`config.mk`:
```
export PLATFORM = sky130hd
export DESIGN_NAME = mac_sat_unit
export DESIGN_NICKNAME = d
export VERILOG_FILES = /design/src/rtl/mac_pkg.sv /design/src/rtl/mac_clamp.sv /design/src/rtl/mac_product.sv /design/src/rtl/mac_sat_unit.sv
export SDC_FILE = /design/constraint.sdc
export NUM_CORES = 1
export LEC_CHECK = 0
export ABC_CLOCK_PERIOD_IN_PS = 11570
export BUFFER_PORTS_ARGS = -buffer_cell sky130_fd_sc_hd__buf_2
export CORE_ASPECT_RATIO = 0.7
export CORE_UTILIZATION = 67
export DETAILED_ROUTE_END_ITERATION = 8
export PLACE_DENSITY = 0.86
export SLEW_MARGIN = 20
export SYNTH_ARGS = -nofsm -noshare
export SYNTH_HDL_FRONTEND = slang
export SYNTH_HIERARCHICAL = 1
export SYNTH_SLANG_ARGS = --single-unit
```
`constraint.sdc`:
```
create_clock -name clk_i -period 11.57 [get_ports clk_i]
set_input_delay 1.7355 -clock clk_i [delete_from_list [all_inputs] [get_ports clk_i]]
set_output_delay 1.7355 -clock clk_i [all_outputs]
set_load 0.01 [all_outputs]
```
`src/rtl/mac_pkg.sv`:
```
package mac_pkg;
  typedef enum logic [1:0] {
    OP_ACC  = 2'b00,
    OP_DED  = 2'b01,
    OP_CLR  = 2'b10,
    OP_LOAD = 2'b11
  } mac_op_e;
endpackage

```
`src/rtl/mac_clamp.sv`:
```
// Clamps a signed IW-bit value to signed OW bits and reports a clamp.
module mac_clamp #(
  parameter int IW = 40,
  parameter int OW = 32
) (
  input  logic [IW-1:0] val_i,
  output logic [OW-1:0] val_o,
  output logic          hit_o
);
  localparam int XW = IW - OW + 1;
  logic [XW-1:0] top_bits;

  always_comb begin
    top_bits = val_i[IW-1:OW-1];
    hit_o    = !((top_bits == '0) || (top_bits == '1));
    if (hit_o) val_o = val_i[IW-1] ? {1'b1, {(OW-1){1'b0}}} : {1'b0, {(OW-1){1'b1}}};
    else       val_o = val_i[OW-1:0];
  end
endmodule

```
`src/rtl/mac_product.sv`:
```
// Doubled fractional product, optional clamp of the single overflowing case.
module mac_product #(
  parameter int OPW = 16,
  localparam int PW = 2 * OPW
) (
  input  logic [OPW-1:0] a_i,
  input  logic [OPW-1:0] b_i,
  input  logic           sat_en_i,
  output logic [PW:0]    prod_o,
  output logic           hit_o
);
  logic signed [PW-1:0] raw;
  logic        [PW:0]   dbl;

  always_comb begin
    raw   = $signed(a_i) * $signed(b_i);
    dbl   = {raw, 1'b0};
    hit_o = sat_en_i && (dbl[PW] != dbl[PW-1]);
    if (hit_o) prod_o = {2'b00, {(PW-1){1'b1}}};
    else       prod_o = dbl;
  end
endmodule

```
`src/rtl/mac_sat_unit.sv`:
```
module mac_sat_unit #(
  parameter int OPW   = 16,
  parameter int GUARD = 8
) (
  input  logic             clk_i,
  input  logic             rst_ni,
  input  logic             vld_i,
  input  logic [1:0]       op_i,
  input  logic             step_sat_i,
  input  logic [OPW-1:0]   a_i,
  input  logic [OPW-1:0]   b_i,
  output logic [2*OPW-1:0] result_o,
  output logic             ovf_o
);
  import mac_pkg::*;

  localparam int PW = 2 * OPW;
  localparam int AW = PW + GUARD;
  localparam int SW = PW + 2;

  logic [AW-1:0] acc_q, acc_d;
  logic          ovf_q, ovf_d;
  logic          acc_en;

  logic [PW:0]   prod;
  logic          prod_hit;
  logic [PW-1:0] base;
  logic          base_hit;
  logic [SW-1:0] step_sum;
  logic [PW-1:0] step_res;
  logic          step_hit;
  logic [AW-1:0] grd_sum;
  logic [PW-1:0] nxt_view;
  logic          nxt_hit;
  logic          out_hit;
  mac_op_e       op;

  assign op = mac_op_e'(op_i);

  mac_product #(.OPW(OPW)) u_prod (
    .a_i(a_i), .b_i(b_i), .sat_en_i(step_sat_i),
    .prod_o(prod), .hit_o(prod_hit)
  );

  mac_clamp #(.IW(AW), .OW(PW)) u_base (
    .val_i(acc_q), .val_o(base), .hit_o(base_hit)
  );

  always_comb begin
    if (op == OP_DED)
      step_sum = {{2{base[PW-1]}}, base} - {prod[PW], prod};
    else
      step_sum = {{2{base[PW-1]}}, base} + {prod[PW], prod};
    if (op == OP_DED)
      grd_sum = acc_q - {{(AW-PW-1){prod[PW]}}, prod};
    else
      grd_sum = acc_q + {{(AW-PW-1){prod[PW]}}, prod};
  end

  mac_clamp #(.IW(SW), .OW(PW)) u_step (
    .val_i(step_sum), .val_o(step_res), .hit_o(step_hit)
  );

  // next-state
  always_comb begin
    acc_en = vld_i;
    acc_d  = acc_q;
    ovf_d  = ovf_q;
    case (op)
      OP_ACC, OP_DED: begin
        if (step_sat_i) begin
          acc_d = {{GUARD{step_res[PW-1]}}, step_res};
          ovf_d = ovf_q | prod_hit | base_hit | step_hit;
        end else begin
          acc_d = grd_sum;
          ovf_d = ovf_q | nxt_hit;
        end
      end
      OP_CLR: begin
        acc_d = '0;
        ovf_d = 1'b0;
      end
      default: acc_d = {{GUARD{a_i[OPW-1]}}, a_i, b_i};
    endcase
  end

  mac_clamp #(.IW(AW), .OW(PW)) u_chk (
    .val_i(grd_sum), .val_o(nxt_view), .hit_o(nxt_hit)
  );

  // registers
  always_ff @(posedge clk_i or negedge rst_ni) begin
    if (!rst_ni) begin
      acc_q <= '0;
      ovf_q <= 1'b0;
    end else if (acc_en) begin
      acc_q <= acc_d;
      ovf_q <= ovf_d;
    end
  end

  mac_clamp #(.IW(AW), .OW(PW)) u_out (
    .val_i(acc_q), .val_o(result_o), .hit_o(out_hit)
  );

  assign ovf_o = ovf_q;


  clear_zero_chk: assert property (@(posedge clk_i) disable iff (!rst_ni)
    (vld_i && op_i == 2'b10) |=> (result_o == '0 && !ovf_o));


  sticky_ovf_chk: assert property (@(posedge clk_i) disable iff (!rst_ni)
    (ovf_o && !(vld_i && op_i == 2'b10)) |=> ovf_o);


  idle_hold_chk: assert property (@(posedge clk_i) disable iff (!rst_ni)
    !vld_i |=> ($stable(result_o) && $stable(ovf_o)));


  step_range_chk: assert property (@(posedge clk_i) disable iff (!rst_ni)
    (vld_i && step_sat_i && !op_i[1]) |=>
      ((acc_q[AW-1:PW-1] == '0) || (acc_q[AW-1:PW-1] == '1)));


  load_val_chk: assert property (@(posedge clk_i) disable iff (!rst_ni)
    (vld_i && op_i == 2'b11) |=> (result_o == $past({a_i, b_i}) && ovf_o == $past(ovf_o)));


  min_prod_chk: assert property (@(posedge clk_i) disable iff (!rst_ni)
    (vld_i && step_sat_i && op_i == 2'b00 && a_i == {1'b1, {(OPW-1){1'b0}}}
      && b_i == {1'b1, {(OPW-1){1'b0}}}) |=> ovf_o);
endmodule

```
==> flow_summary_export.csv, run 1 <==
group,metric,value,unit
cts,root_buffer,"clkbuf_16",
floorplan,die_h,145,microns
floorplan,dieWidth,206,microns
global_routing,grt_max_degree,64,
placement,portBuffers,70,
global_routing,overflow,15,
placement,hpwlAfterDp,51600,microns
synth,synthCells,2415,
floorplan,io_pins,71,
floorplan,rows,51,
cts,hold_buffers,0,
outcome,outcome,"aborted with a tool error",
placement,dpl_cell_area,23100,sq um
synth,syn_area_per_cell,8.06,sq um
global_routing,first_global_vias,26600,
synth,netlist_area,19500,sq um
placement,gp_congestion,1.02,
synth,synth_fp_nets,2828,
placement,dp_slack,-2.30,ns
cts,h-tree-depth,2,
floorplan,start_util,69.2,%
outcome,flow.stopped_at,"5_1_grt",
cts,numCtsBuffers,5,
global_routing,grt_use_total,75.3,%
outcome,error,"[ERROR GRT-0116] Global routing finished with congestion. Check the congestion regions in the DRC Viewer.",
global_routing,grt_pass1_wl,162000,microns
synth,synth_warnings,6,
cts,clockBufferDepth,2,
[what timing repair did]
action                     in CTS
cloned                         11
setup endpoints to repair      41
pin swaps                     152
gates resized for setup       251
setup buffers                  93
[layer usage]
| layer | track usage, % | GRT overflow |
|---|---|---|
| met5 | 29.3 | 0 |
| met4 | 67.8 | 7 |
| met3 | 62.6 | 0 |
| met2 | 91.8 | 6 |
| met1 | 76.7 | 2 |
[metrics by stage]
step / hold WS (ns) / std cells / TNS [ns] / utilization, %
after floorplan: 0.561 / 2415 / -20.73 / -
after global placement: 0.588 / 3150 / -67.61 / 82.1
after detailed placement: 0.587 / 3150 / -87.48 / 82.1
after CTS: 0.604 / 3261 / -29.58 / 89.9
==> inputs of run 2 (changes only) <==
Settings changed: CORE_ASPECT_RATIO 0.7 to unset, CORE_UTILIZATION 67 to 40, PLACE_DENSITY 0.86 to unset, PLACE_DENSITY_LB_ADDON set to 0.15.
==> run 2 against run 1 <==
Net effect:
- the flow now finishes, with violations (setup timing)
- area after synthesis is the same
- synthesized cell count unchanged
==> flow_summary_export.csv, run 2 <==
group,metric,value,unit
route,postRouteAntennaNets,0,
setup_path,critPathMaxStageDelay,0.67,ns
final_layout,multi_input_area,17500,sq um
route,wl_met2,33300,microns
floorplan,dieWidth,223,microns
sta,hold_viol_final,0,
final_layout,syn2layout_area_growth,34.0,%
synth,syn_area_per_cell,8.06,sq um
route,drt-met1-wl,27600,microns
cts,clockBufferDepth,2,
synth,synth_fp_nets,2828,
final_layout,final_cell_mix,"buf_4, inv_1, fa_1, nand2_1, nor2_1",
setup_path,r2r_cells,43,
final_layout,largest_register_ffs,40,
global_routing,overflow,0,
cts,path_clk_slew,0.08,ns
sta,setup_ws,-0.999,ns
setup_path,start_kind,"input pin",
setup_path,r2r-end,"acc_q[4]",
placement,hpwlAfterDp,50300,microns
sta,final_max_slew_viol_count,0,
setup_path,cp_data_arrival_time,12.82,ns
route,drt_wl_total,65300,microns
placement,portBuffers,70,
setup_path,crit_top_cell,"buf_4",
final_layout,nNetsFinal,3337,
final_layout,fill_cells,4482,
cts,h-tree-depth,2,
final_layout,fin_util,54.5,%
route,viasPerCell,5.44,
cts,numCtsBuffers,5,
global_routing,grt_max_degree,59,
sta,rsz0062_at_grt,"yes",
synth,synthCells,2415,
route,drt-pass1-iter-count,6,
floorplan,io_pins,71,
synth,netlist_area,19500,sq um
setup_path,crit_required,11.82,ns
floorplan,start_util,40.7,%
global_routing,grt_pass1_wl,105000,microns
setup_path,cp_max_fo,6,
final_layout,antenna_cells,0,
route,wl_per_cell,18.4,microns
sta,tns,-35.22,ns
route,first_iter_violations,1246,
cts,cts.sinks,41,
global_routing,first_global_vias,19700,
floorplan,coreArea,47800,sq um
floorplan,rows,80,
setup_path,endpoint_kind,"flop",
outcome,violations,"setup timing",
setup_path,critPathKind,"input pin to flop",
sta,clock.fmax,0.0796,GHz
job,cap_viol_max_count,0,
placement,gp_congestion,0.923,
route,wl_met3,2440,microns
route,vias,19200,
sta,fin_skew,0.00894,ns
cts,root_buffer,"clkbuf_16",
final_layout,layout-drive-gt1-share,30.9,%
sta,tightest_slew,1.02,ns
setup_path,ff2ff_setup_slack,4.86,ns
cts,cts_tree,"yes",
outcome,outcome,"finished with violations",
sta,finalSetupViolations,41,
global_routing,antenna_found_initial,0,
sta,fin_crit,12.57,ns
synth,synth_warnings,6,
floorplan,fp.dieArea,49500,sq um
setup_path,r2r_start,"acc_q[31]",
floorplan,die_h,223,microns
route,top_layer_used,"met4",
cts,insertion_delay,0.31,ns
worst_hold_path,hold_path_class,"flop to flop",
final_layout,seq_area,1030,sq um
final_layout,final_common_cell,"buf_4",
setup_path,endpoint,"acc_q[4]",
route,drc,0,
global_routing,grt_use_total,26.5,%
final_layout,largest-register,"acc_q",
setup_path,critPathLaunch,"b_i[3]",
sta,layout_worst_path_cycle_share,109,%
sta,slew_headroom,31.7,%
setup_path,crit_path_top_delay_cell,"fa_2",
run 2: worst min path at each step:
stage / slack [ns] / to / start / cells after the start
after floorplan: 0.56 / acc_q[33] / acc_q[33] / 1
after global placement: 0.56 / ovf_o / ovf_o / 2
after detailed placement: 0.57 / ovf_o / ovf_o / 2
after CTS: 0.59 / ovf_o / ovf_o / 2
after global routing: 0.61 / ovf_o / ovf_o / 2
final: 0.58 / ovf_o / ovf_o / 2
run 2: per-stage QoR:
step | cells | instance area [sq um] | hold WS (ns) | setup WS (ns)
after detailed placement | 3433 | 23800 | 0.574 | -2.06
after global placement | 3433 | 23800 | 0.564 | -2.00
after global routing | 3540 | 26100 | 0.609 | -1.43
after floorplan | 2415 | 19700 | 0.561 | -0.610
after CTS | 3515 | 25300 | 0.591 | -0.840
final | 3540 | 26100 | 0.581 | -0.999
run 2: repair_timing:
item | CTS | global route
resized for setup | 158 | 131
setup endpoints to repair | 41 | 41
hold buffers | 0 | 0
setup buffers | 65 | 26
cloned | 10 | 3
pin swaps | 103 | 98
hold endpoints to repair | 0 | 0
run 2: area by class of cell:
class / count / area share (%)
clock buffer: 5 / 0.480
clock inverter: 3 / 0.0960
inverter: 351 / 5.07
multi-input combinational: 1876 / 67.2
sequential: 41 / 3.94
tap: 615 / 2.95
timing repair buffer: 649 / 20.2
run 2: metal layers:
metal  global-route usage, %  vias up
met1                    33.7     9601
met5                       0        -
met2                    47.7      472
met4                    7.56        0
met3                    2.17       99
li1                        -     9069
run 2: worst max-delay path: cells and delay by family:
family,cells,cell delay [ns]
AOI/OAI and AO/OA,7,1.28
xor gates and xnor gates,1,0.15
adders and majority gates,9,4.04
and+or+nand+nor,9,1.28
muxes,2,0.48
buffers and inverters,33,3.81
Power of run 2 is left out: the tool's default activity adds up to more than one toggle a clock period on the data nets, which glitch-free logic cannot reach.
